### config.mk
export PLATFORM = sky130hd
export DESIGN_NAME = stclk_gen
export DESIGN_NICKNAME = d
export VERILOG_FILES = /design/src/rtl/stclk_pkg.sv /design/src/rtl/stclk_tick.sv /design/src/rtl/stclk_phase.sv /design/src/rtl/stclk_outdiv.sv /design/src/rtl/stclk_gen.sv
export SDC_FILE = /design/constraint.sdc
export NUM_CORES = 1
export LEC_CHECK = 0
export BUFFER_PORTS_ARGS = -buffer_cell sky130_fd_sc_hd__buf_2
export CAP_MARGIN = 20
export CORE_MARGIN = 3
export CORE_UTILIZATION = 25
export DETAILED_ROUTE_END_ITERATION = 7
export SLEW_MARGIN = 25
export SYNTH_ARGS = -nofsm -noshare
export SYNTH_HDL_FRONTEND = slang
export SYNTH_SLANG_ARGS = --single-unit
### constraint.sdc
create_clock -name clk -period 1.95 [get_ports clk]
set_input_delay 0.39 -clock clk [delete_from_list [all_inputs] [get_ports clk]]
set_output_delay 0.39 -clock clk [all_outputs]
set_load 0.05 [all_outputs]
### src/rtl/stclk_pkg.sv
package stclk_pkg;

    // Decoded output divider: shift amount applied to the state-time clock.
    function automatic logic [1:0] cfg_shift(input logic [1:0] code);
        case (code)
            2'b01:   return 2'd1;
            2'b10:   return 2'd2;
            default: return 2'd0;   // 00 and 11 both divide by one
        endcase
    endfunction

    typedef struct packed {
        logic ph2;
        logic ph1;
    } slot_t;

endpackage

### src/rtl/stclk_tick.sv
module stclk_tick (
    input  logic clk,
    input  logic rst,
    input  logic mult_sel,
    input  logic pwrdn,
    output logic f_tick
);
    typedef struct packed {
        logic alt;
    } tick_st_t;

    tick_st_t st_d, st_q;

    always_comb begin
        st_d = st_q;
        if (!pwrdn) begin
            st_d.alt = ~st_q.alt;
        end
        f_tick = !pwrdn && (mult_sel || st_q.alt);
    end

    always_ff @(posedge clk) begin
        if (rst) begin
            st_q.alt <= 1'b1;
        end else begin
            st_q <= st_d;
        end
    end
endmodule

### src/rtl/stclk_phase.sv
module stclk_phase
    import stclk_pkg::*;
(
    input  logic  clk,
    input  logic  rst,
    input  logic  f_tick,
    output slot_t slot
);
    slot_t slot_d, slot_q;

    always_comb begin
        slot_d = slot_q;
        if (f_tick) begin
            // idle (00) or PH2 goes to PH1; PH1 goes to PH2
            slot_d.ph1 = ~slot_q.ph1;
            slot_d.ph2 = slot_q.ph1;
        end
    end

    always_ff @(posedge clk) begin
        if (rst) begin
            slot_q <= '0;
        end else begin
            slot_q <= slot_d;
        end
    end

    assign slot = slot_q;
endmodule

### src/rtl/stclk_outdiv.sv
module stclk_outdiv
    import stclk_pkg::*;
#(
    parameter int CNT_W = 3
) (
    input  logic       clk,
    input  logic       rst,
    input  logic       f_tick,
    input  logic [1:0] clk_cfg,
    output logic       pin_raw
);
    localparam int HW = CNT_W + 1;

    typedef struct packed {
        logic             run;
        logic [1:0]       shift;
        logic [CNT_W-1:0] cnt;
    } div_st_t;

    div_st_t       st_d, st_q;
    logic [HW-1:0] half;
    logic [HW-1:0] last;

    always_comb begin
        st_d = st_q;
        half = HW'(1) << st_q.shift;
        last = (half << 1) - HW'(1);
        if (f_tick) begin
            if (!st_q.run) begin
                st_d.run   = 1'b1;
                st_d.cnt   = '0;
                st_d.shift = cfg_shift(clk_cfg);
            end else if ({1'b0, st_q.cnt} == last) begin
                st_d.cnt   = '0;
                st_d.shift = cfg_shift(clk_cfg);
            end else begin
                st_d.cnt   = st_q.cnt + CNT_W'(1);
            end
        end
        pin_raw = st_q.run && ({1'b0, st_q.cnt} < half);
    end

    always_ff @(posedge clk) begin
        if (rst) begin
            st_q.run   <= 1'b0;
            st_q.shift <= cfg_shift(clk_cfg);
            st_q.cnt   <= '0;
        end else begin
            st_q <= st_d;
        end
    end
endmodule

### src/rtl/stclk_gen.sv
module stclk_gen
    import stclk_pkg::*;
#(
    parameter int CNT_W = 3
) (
    input  logic       clk,
    input  logic       rst,
    input  logic       mult_sel,
    input  logic [1:0] clk_cfg,
    input  logic       idle,
    input  logic       pwrdn,
    output logic       cpu_ph1,
    output logic       cpu_ph2,
    output logic       per_ph1,
    output logic       per_ph2,
    output logic       clkout_int,
    output logic       clkout_pin
);
    typedef struct packed {
        logic idle;
        logic pd;
    } gate_t;

    gate_t gate_d, gate_q;
    logic  f_tick;
    slot_t slot;
    logic  pin_raw;

    stclk_tick u_tick (
        .clk      (clk),
        .rst      (rst),
        .mult_sel (mult_sel),
        .pwrdn    (pwrdn),
        .f_tick   (f_tick)
    );

    stclk_phase u_phase (
        .clk    (clk),
        .rst    (rst),
        .f_tick (f_tick),
        .slot   (slot)
    );

    stclk_outdiv #(.CNT_W(CNT_W)) u_outdiv (
        .clk     (clk),
        .rst     (rst),
        .f_tick  (f_tick),
        .clk_cfg (clk_cfg),
        .pin_raw (pin_raw)
    );

    always_comb begin
        gate_d.idle = idle;
        gate_d.pd   = pwrdn;
    end

    always_ff @(posedge clk) begin
        if (rst) begin
            gate_q <= '0;
        end else begin
            gate_q <= gate_d;
        end
    end

    assign per_ph1    = slot.ph1 & ~gate_q.pd;
    assign per_ph2    = slot.ph2 & ~gate_q.pd;
    assign cpu_ph1    = per_ph1 & ~gate_q.idle;
    assign cpu_ph2    = per_ph2 & ~gate_q.idle;
    assign clkout_int = slot.ph1 & ~gate_q.pd;
    assign clkout_pin = pin_raw & ~gate_q.pd;
endmodule

---- Yosys cells after proc, flatten, opt, wreduce, memory -nomap -nowiden ----
Cells that the tools add are included.
word-level totals
  logic and storage cells ................. 37
  bits of input ports ..................... 7
  output and inout port bits .............. 6
  register bits ........................... 11
cells by class
  add/subtract/negate cells ............... 2
  bitwise logic cells ..................... 9
  $lt $le $gt $ge ......................... 1
  mux-type cells .......................... 6
  shift-type cells ........................ 1
  eq/ne operators ......................... 4
  reduce and logical (&&, ||, !) cells .... 6
operator list
  kind                 count
  $mux 5               3
  $and 1x1->1          5
  $eq 3x4->1           1
  $lt 3x4->1           1
  $not 1->1            4
  $pmux 2 s2           1
  $shl 1x2->4 const A  1
  $sub 4x1->4 const B  1
  $add 3x1->3 const B  1
  $mux 3               1
  $ne 3x3->1 const B   1
  $eq 2x1->1 const B   1
  $eq 2x2->1 const B   1
  $logic_and 1x1->1    2
  $mux 2               1
  $reduce_and 2->1     1
  $reduce_bool 2->1    1
  $logic_not 1->1      1
  $logic_or 1x1->1     1

---- Depth between registers and ports, before layout ----
Gate-level depths: netlist (run 1).
  depth after elaboration ................. 7
  depth in mapped cells ................... 7
  gate-level depth less buffers ........... 7

---- Cells and area by module ----
Synthesis (run 1) repeated with hierarchy kept, for this count alone.
unflattened totals
  cells, all modules ...................... 61
  area, all modules ....................... 565.5 sq um
modules (own cells, without submodules)
  module        seq. area each (sq um)  cells each  instances  area each (sq um)
  stclk_outdiv  140.1                   40          1          362.8
  stclk_gen     40.0                    10          1          93.8
  stclk_phase   40.0                    6           1          66.3
  stclk_tick    20.0                    5           1          42.5

---- Worst setup path before layout (run 1) ----
No wires, ideal clock.
  kind .................................... reg-to-output
  from .................................... register u_outdiv.st_q[4] (netlist bit)
  to ...................................... output port clkout_pin
  arrival ................................. 2.689 ns
  data required time ...................... 1.560 ns
  path slack .............................. -1.129 ns
  buffers on the path ..................... 0
  stages on the path, launching flop included .. 8
  cell sequence ........................... edfxtp_1 > inv_1 > nand2_1 > ha_1 > nor3_1 > nor2_1 > o221ai_1 > nor4b_1
between the ends
  cells in the longest elaborated chain, start to end .. 4
ends and longest elaborated chain
  element                   line                RTL
  start: declaration        stclk_outdiv.sv:20  div_st_t st_d, st_q;
  start signal: assignment  stclk_outdiv.sv:49  st_q <= st_d;
  $shl 1x2->4               stclk_outdiv.sv:26  half = HW'(1) << st_q.shift;
  $lt 3x4->1                stclk_outdiv.sv:40  pin_raw = st_q.run && ({1'b0, st_q.cnt} < half);
  $logic_and 1x1->1         stclk_outdiv.sv:40
  $and 1x1->1               stclk_gen.sv:70     assign clkout_pin = pin_raw & ~gate_q.pd;
  end: declaration          stclk_gen.sv:17     output logic clkout_pin
Every way passes these cells.

---- Worst setup path after layout (run 1) ----
Same ends and word-level chain as after synthesis.

==> run summary, run 1 <==
Status -> finished with violations
Failing checks -> negative setup slack
Post-DR vias/cell -> 4.45
Peak supply drop -> 0.482 mV
Final Instance Area -> 762 µm²
Setup crit end -> clkout_pin
Post-Synth XOR/XNOR Area -> 0.0470
Most frequent cells in the layout -> 11 x buf_2, 9 x dfxtp_1, 6 x nand2_1, 6 x buf_4, 5 x nor2_1
Port-buffer cells -> 12
Commonest non-fill, non-tap cell in the layout -> buf_2
Pin count of the biggest net entering global routing -> 12
Worst Setup SP -> u_outdiv.st_q[4]
Reg clk slew, reported paths -> 0.07 ns
Clock buffer depth -> 2
Sequential share of the synthesized area -> 0.430
Flops & latches, synth -> 11
Critical Setup Path Class -> flip-flop to primary output
Simple-gate portion of the synthesized area -> 0.302
DR WL/cell -> 10.1 µm
Cell breakdown of the critical path -> inv_2, nand2_1, ha_2, buf_4, o221ai_2, nor4b_4, buf_6
Post-placement cell count -> 99
Relative slew slack -> 0.791
Placed instance area -> 682 µm²
Largest family of logic cells by synthesized area -> simple AND/OR/NAND/NOR gates
Final Net Count -> 90
Final HPWL from detailed placement -> 805 µm
Worst path required time -> 1.56 ns
Library cells used by synthesis -> 29
Power density cells -> 714 mW/mm²
Fin. max-slew vios -> 0
Initial DRC count -> 8
Max Cap Viol -> 0
Starting density of the core -> 0.274
Hold crit path type -> primary input to flip-flop
Worst setup skew after layout -> 0.00412 ns
Gpl congestion -> 0.755
H-Tree Depth -> 1
Mapped cell area -> 559 µm²
Residual DRC -> 0
Die X -> 53.3 µm
Hold Startpoint -> idle
CTS Buf Count -> 3
Fmax -> 481 MHz
Slowest Stage Delay on Critical Path -> 0.39 ns
Setup violators final -> 2
N_diodes -> 0
CP endpoint kind -> primary output
Tot GR Track Use -> 0.0918
Critical path depth -> 7
Drt pass-1 iters -> 4
WP data arrival -> 1.69 ns
Actual slew at the worst max-slew pin -> 0.314 ns
Compound-gate portion of the synthesized area -> 0.112
Top-area cell type share of the netlist area -> 0.322
Final Hold Vio Count -> 0
Syn Inst Count -> 60
Die Y -> 53.3 µm
Total number of vias -> 472
Fin cells -> 106
Initial antenna violation count -> 0
Tmin final -> 2.08 ns
First-pass GRT wire length -> 1.88 mm
Crit path max fanout -> 2
Number of placed I/O pins -> 13
Root buffer cell -> clkbuf_4
Clk sinks -> 11
Die area -> 0.00284 mm²
Leading area contributor after synthesis -> dfxtp_1
Leakage -> 0.320 nW
Core footprint -> 0.00204 mm²
Remaining antenna violation count -> 0
Reg-to-reg startpoint -> u_outdiv.st_q[4]
Worst path bufs/invs -> 3
# fillers -> 233
Grt ovf -> 0
Top post-synthesis cells by area -> dfxtp_1 32%, edfxtp_1 11%, ha_1 6.7%
Share of cells above drive strength 1 -> 0.367
Adder-cell share of the synthesized area -> 0.0671
WHS -> 0.337 ns
Pwr Total -> 0.000544 W
Final worst slack -> -0.130 ns
Synthesized Nets -> 70
RR Endpoint -> u_outdiv.st_q[2]
Clk_lat worst skew -> 0.26 ns
Final WL -> 1.08 mm
Synth warnings -> 0
Vias in the first global route -> 448
Placement Rows -> 16
CTS tree -> yes
Setup crit start kind -> flip-flop
RSZ-0062 raised after global routing -> yes
R2R Setup Slk -> -0.02 ns
Mux share of post-synthesis cell area -> 0
Area grow syn2layout -> 36.2%
Fin crit share -> 1.07
Cell family with most CP delay -> flip-flops
CP max-delay cell -> edfxtp_1
Syn_area_per_cell -> 9.32 µm²
R2R depth -> 9
## where the power goes
group,switching (W),internal [W],total (W)
clock,0.0000689,0.0000790,0.000148
combinational,0.0000807,0.0000564,0.000137
sequential,0.0000121,0.000247,0.000259
## cell type report
type                       count  area, µm²  share of cell area
sequential                    11        240               0.315
inverter                       2       7.51             0.00985
multi-input combinational     44        343               0.450
tap                           27       33.8              0.0443
timing repair buffer          18        111               0.146
clock buffer                   4       26.3              0.0345
## worst min path at each step
stage                                 end  slack, ns  cells past startpoint
after floorplan           u_phase.slot[1]       0.44                      2
after global placement    u_phase.slot[1]       0.46                      2
after detailed placement  u_phase.slot[1]       0.46                      2
after CTS                       gate_q[1]       0.33                      2
after global routing            gate_q[1]       0.37                      2
final                           gate_q[1]       0.34                      2
## cells by family after synthesis
family	count (synthesis)
xor+xnor	3
buf+inv	5
compound gates	9
simple gates	29
flops	11
fa+ha+maj	3
## registers in the layout (all words and copies together) (netlist names)
| name | flops |
|---|---|
| u_outdiv.st_q | 6 |
| gate_q | 2 |
| u_tick.st_q | 1 |
| u_phase.slot | 2 |
## synth_stat cells
cell / number
or3_1: 1
or2_1: 1
nand4b_1: 1
edfxtp_1: 2
nor2_1: 5
nand2_1: 6
a221oi_2: 1
buf_4: 1
xnor2_1: 1
nor3b_1: 4
nand2b_1: 1
dfxtp_1: 9
nand3b_1: 1
a31oi_1: 1
o221ai_1: 1
and4b_1: 1
o21bai_1: 1
clkbuf_1: 1
nand3_1: 1
nor2b_1: 4
inv_1: 2
xor2_1: 2
nor3_1: 1
a21oi_1: 4
nor4b_1: 1
and3b_1: 1
o21ai_0: 1
ha_1: 3
buf_2: 1
## metal layers
metal	global-route usage	vias to the layer above	part of all wire
li1	-	249	-
met1	0.109	211	0.42
met2	0.153	10	0.52
met3	0.0169	2	0.037
met4	0.0511	0	0.021
met5	0	-	0
## repair_timing
item	4_1_cts	5_1_grt
gates cloned	0	0
buffers inserted	3	0
gates resized for setup	4	3
endpoints found under the hold margin	0	0
setup endpoints to repair	1	5
pin swaps	4	5
hold buffers	0	0
## metrics by stage
step	TNS, ns	worst slack, ns	utilization
final	-0.148	-0.130	0.373
after global routing	-0.623	-0.277	0.373
after CTS	-0.185	-0.176	0.369
after detailed placement	-0.0368	-0.0368	0.334
after global placement	0	0.0301	0.334
after floorplan	-0.108	-0.108	-
No activity file was read; power rests on OpenSTA's default activity.
==> run 2, diff against run 1 <==
--- a/config.mk
+++ b/config.mk
@@ -9,6 +9,7 @@
 export CAP_MARGIN = 20
 export CORE_MARGIN = 3
 export CORE_UTILIZATION = 25
+export CTS_BUF_LIST = sky130_fd_sc_hd__clkbuf_8
 export DETAILED_ROUTE_END_ITERATION = 7
 export SLEW_MARGIN = 25
 export SYNTH_ARGS = -nofsm -noshare
==> run 2 against run 1 <==
The run still ends with negative setup slack left. Via count grew 0.21%. Clock power grew 44%. Clock skew shrank 0.0018 ns. Worst hold slack gained 0.033 ns. Core utilization grew 0.92 points. Register-to-register slack is essentially flat. Combinational power is essentially flat. Sequential share of layout area shrank 0.76 points. Non-clock buffer count is the same. Highest routed layer unchanged. Worst setup slack gained 0.034 ns. Global-route usage shrank 0.12 points. Cell area grew 2.5%.
==> run summary, run 2 (same netlist as run 1, synthesis figures left out) <==
Starting density of the core -> 0.274
Root buffer cell -> clkbuf_8
CP max-delay cell -> edfxtp_1
Number of placed I/O pins -> 13
Setup violators final -> 2
Remaining antenna violation count -> 0
Final Instance Area -> 781 µm²
CP endpoint kind -> primary output
Failing checks -> negative setup slack
Peak supply drop -> 0.435 mV
Initial antenna violation count -> 0
Final WL -> 1.08 mm
Power density cells -> 782 mW/mm²
WP data arrival -> 1.66 ns
H-Tree Depth -> 1
Max FFs per register -> 6
Setup crit start kind -> flip-flop
Fin crit share -> 1.05
CTS Buf Count -> 3
Port-buffer cells -> 12
Gpl congestion -> 0.755
Commonest non-fill, non-tap cell in the layout -> buf_2
Hold crit path type -> primary input to flip-flop
Critical Setup Path Class -> flip-flop to primary output
DP Worst Slack -> -0.0368 ns
Fin. max-slew vios -> 0
RSZ-0062 raised after global routing -> yes
First-pass GRT wire length -> 1.85 mm
Die Y -> 53.3 µm
WHS -> 0.370 ns
Final Net Count -> 90
Core footprint -> 0.00204 mm²
Clock buffer depth -> 2
Grt ovf -> 0
Post-DR vias/cell -> 4.46
Final Hold Vio Count -> 0
Share of cells above drive strength 1 -> 0.367
DR WL/cell -> 10.2 µm
Residual DRC -> 0
Actual slew at the worst max-slew pin -> 0.308 ns
Tmin final -> 2.05 ns
Slowest Stage Delay on Critical Path -> 0.39 ns
Relative slew slack -> 0.795
Placement Rows -> 16
Status -> finished with violations
Cell breakdown of the critical path -> inv_2, nand2_1, ha_2, buf_4, o221ai_2, nor4b_4, buf_6
Pin count of the biggest net entering global routing -> 12
Initial DRC count -> 12
Placed instance area -> 682 µm²
Post-layout util -> 0.382
Clk sinks -> 11
Max Cap Viol -> 0
N_diodes -> 0
Total number of vias -> 473
Worst path required time -> 1.56 ns
Crit path max fanout -> 2
Vias in the first global route -> 445
Most flops, register -> u_outdiv.st_q
Die area -> 0.00284 mm²
Clk_lat worst skew -> 0.23 ns
Area grow syn2layout -> 39.6%
Worst setup skew after layout -> 0.00233 ns
Final worst slack -> -0.0956 ns
CTS tree -> yes
Final HPWL from detailed placement -> 805 µm
Most frequent cells in the layout -> 11 x buf_2, 9 x dfxtp_1, 6 x nand2_1, 6 x buf_4, 5 x nor2_1
Drt pass-1 iters -> 4
Reg clk slew, reported paths -> 0.05 ns
Die X -> 53.3 µm
Leakage -> 0.332 nW
Tot GR Track Use -> 0.0906
Fmax -> 489 MHz
==> run 2: cell types whose count changed in the layout (fill, tap and decap cells not counted), sizes merged <==
cell	before	now
clkbuf	4	3
inv	2	3
==> run 2: final timing paths <==
check,from,endpoint,depth (start not counted),slack [ns]
setup reg to reg,u_outdiv.st_q[4],u_outdiv.st_q[2],9,-0.02
hold reg to reg,u_phase.slot[1],u_phase.slot[1],2,0.47
setup / recovery,u_outdiv.st_q[4],clkout_pin,7,-0.1
hold / removal,idle,gate_q[1],2,0.37
==> run 2: final cells by class <==
class	count	area, µm²
fill	229	1260
multi-input combinational	44	343
sequential	11	240
timing repair buffer	18	111
clock buffer	3	41.3
tap	27	33.8
inverter	2	7.51
clock inverter	1	3.75
==> run 2: power by group <==
group / internal (W) / leakage, nW / switching (W)
clock network: 0.000137 / 0.0269 / 0.0000759
registers: 0.000248 / 0.0954 / 0.0000119
logic: 0.0000564 / 0.210 / 0.0000809
total: 0.000442 / 0.332 / 0.000169
==> run 2: what timing repair did <==
action | 4_1_cts | 5_1_grt
hold buffers | 0 | 0
endpoints found under the setup margin | 1 | 5
buffers inserted | 3 | 0
pin swaps | 4 | 5
gates resized for setup | 4 | 3
==> run 2: worst max-delay path: cells and delay by family (launching register included) <==
family,cells,cell delay [ns]
and+or+nand+nor,2,0.28
buffers and inverters,3,0.39
adders and majority gates,1,0.18
AOI/OAI and AO/OA,1,0.19
DFF,1,0.39
==> run 2: through the flow <==
| stage | instances | total power, W | TNS [ns] |
|---|---|---|---|
| after global placement | 99 | 0.000384 | 0 |
| after global routing | 106 | 0.000642 | -0.570 |
| after floorplan | 60 | 0.000355 | -0.108 |
| final | 106 | 0.000611 | -0.112 |
| after detailed placement | 99 | 0.000386 | -0.0368 |
| after CTS | 106 | 0.000616 | -0.146 |
==> run 2: routing by layer <==
layer / vias to the layer above / global-route usage / wire [µm]
met5: - / 0 / 0
met3: 2 / 0.00845 / 27
met1: 218 / 0.109 / 462
met4: 0 / 0.0638 / 21
met2: 6 / 0.149 / 573
li1: 247 / - / -
==> run 3, diff against run 2 <==
--- a/config.mk
+++ b/config.mk
@@ -11,7 +11,9 @@
 export CORE_UTILIZATION = 25
 export CTS_BUF_LIST = sky130_fd_sc_hd__clkbuf_8
 export DETAILED_ROUTE_END_ITERATION = 7
+export SKIP_LAST_GASP = 1
 export SLEW_MARGIN = 25
 export SYNTH_ARGS = -nofsm -noshare
 export SYNTH_HDL_FRONTEND = slang
 export SYNTH_SLANG_ARGS = --single-unit
+export TNS_END_PERCENT = 20
==> run 3 against run 2 <==
Cell area shrank 2.4%. Worst hold slack lost 0.00073 ns. Register-to-register slack lost 0.04 ns. Sequential power is essentially flat. The run still ends with negative setup slack left. First-iteration DRC count shrank 8.3%. Fmax is essentially flat. Clock power is essentially flat.
==> run summary, run 3 (same netlist as run 1, synthesis figures left out) <==
Max Cap Viol -> 0
Leakage -> 0.331 nW
Fin. max-slew vios -> 0
Reg clk slew, reported paths -> 0.05 ns
Initial DRC count -> 11
Gpl congestion -> 0.755
Clk_lat worst skew -> 0.23 ns
Critical Setup Path Class -> flip-flop to primary output
Clock buffer depth -> 2
Area grow syn2layout -> 36.2%
Pin count of the biggest net entering global routing -> 12
First-pass GRT wire length -> 1.83 mm
Setup violators final -> 4
CTS tree -> yes
WP data arrival -> 1.66 ns
Initial antenna violation count -> 0
Worst path bufs/invs -> 3
Clk sinks -> 11
CP max-delay cell -> edfxtp_1
Post-DR vias/cell -> 4.43
Starting density of the core -> 0.274
Fin cells -> 106
Number of placed I/O pins -> 13
CP endpoint kind -> primary output
Drt pass-1 iters -> 2
Tot GR Track Use -> 0.0894
Most flops, register -> u_outdiv.st_q
Max FFs per register -> 6
RSZ-0062 raised after global routing -> yes
Worst Setup SP -> u_outdiv.st_q[4]
Crit path max fanout -> 2
Relative slew slack -> 0.760
Cell family with most CP delay -> flip-flops
Total number of vias -> 470
Hold Startpoint -> idle
Die Y -> 53.3 µm
Actual slew at the worst max-slew pin -> 0.361 ns
Cts hold-fix bufs -> 0
# fillers -> 233
Fmax -> 489 MHz
Final Hold Vio Count -> 0
Worst path required time -> 1.56 ns
Post-placement cell count -> 99
Final worst slack -> -0.0960 ns
CTS Buf Count -> 3
Setup crit start kind -> flip-flop
Hold crit path type -> primary input to flip-flop
Slowest Stage Delay on Critical Path -> 0.39 ns
Worst setup skew after layout -> 0.00238 ns
Power density cells -> 795 mW/mm²
Most frequent cells in the layout -> 11 x buf_2, 9 x dfxtp_1, 6 x nand2_1, 6 x buf_4, 5 x nor2_1
Vias in the first global route -> 446
Final WL -> 1.08 mm
Reg-to-reg startpoint -> u_outdiv.st_q[4]
Placement Rows -> 16
Grt ovf -> 0
Root buffer cell -> clkbuf_8
Core footprint -> 0.00204 mm²
Die X -> 53.3 µm
Tmin final -> 2.05 ns
Peak supply drop -> 0.429 mV
Pwr Total -> 0.000605 W
Final HPWL from detailed placement -> 805 µm
Share of cells above drive strength 1 -> 0.342
Failing checks -> negative setup slack
Port-buffer cells -> 12
Commonest non-fill, non-tap cell in the layout -> buf_2
Fin crit share -> 1.05
Remaining antenna violation count -> 0
Final Net Count -> 90
Status -> finished with violations
DR WL/cell -> 10.1 µm
Die area -> 0.00284 mm²
N_diodes -> 0
DP Worst Slack -> -0.0368 ns
Residual DRC -> 0
H-Tree Depth -> 1
Cell breakdown of the critical path -> inv_2, nand2_1, ha_2, buf_4, o221ai_2, nor4b_4, buf_6
==> run 3: cell counts in the layout (fill, tap and decap cells not counted) <==
No cell type changed its count.
==> run 3: where the power goes <==
part | total, W | internal (W) | switching (W)
combinational | 0.000132 | 0.0000543 | 0.0000777
sequential | 0.000260 | 0.000248 | 0.0000120
clock | 0.000213 | 0.000137 | 0.0000759
total | 0.000605 | 0.000440 | 0.000166
==> run 3: worst paths after layout <==
path                            to  slack (ns)  cells after the start
hold reg to reg    u_phase.slot[1]        0.47                      2
hold / removal           gate_q[1]        0.37                      2
setup / recovery        clkout_pin        -0.1                      7
setup reg to reg  u_outdiv.st_q[2]       -0.06                      9
==> run 3: stage by stage <==
step / hold slack (ns) / setup TNS (ns) / utilization / cell area, µm²
final: 0.369 / -0.220 / 0.373 / 762
after global routing: 0.403 / -0.755 / 0.373 / 762
after CTS: 0.367 / -0.276 / 0.373 / 762
after detailed placement: 0.464 / -0.0368 / 0.334 / 682
after global placement: 0.455 / 0 / 0.334 / 682
after floorplan: 0.440 / -0.108 / - / 582
==> run 3: layout make-up <==
| class | instances | area [µm²] | share of cell area |
|---|---|---|---|
| clock buffers | 3 | 41.3 | 0.0542 |
| clock inverters | 1 | 3.75 | 0.00493 |
| inverters | 2 | 7.51 | 0.00985 |
| multi-input cells | 44 | 324 | 0.425 |
| flip-flops and latches | 11 | 240 | 0.315 |
| well taps | 27 | 33.8 | 0.0443 |
| repair buffers | 18 | 111 | 0.146 |
==> run 3: repair_timing <==
| item | 4_1_cts | 5_1_grt |
|---|---|---|
| endpoints found under the setup margin | 1 | 5 |
| setup buffers | 3 | 0 |
| pin swaps | 3 | 1 |
| gates resized for setup | 3 | 1 |
==> run 3: metal layers <==
layer,track usage,part of all wire
met1,0.105,0.43
met4,0.0638,0.020
met3,0.00845,0.025
met2,0.149,0.52
met5,0,0
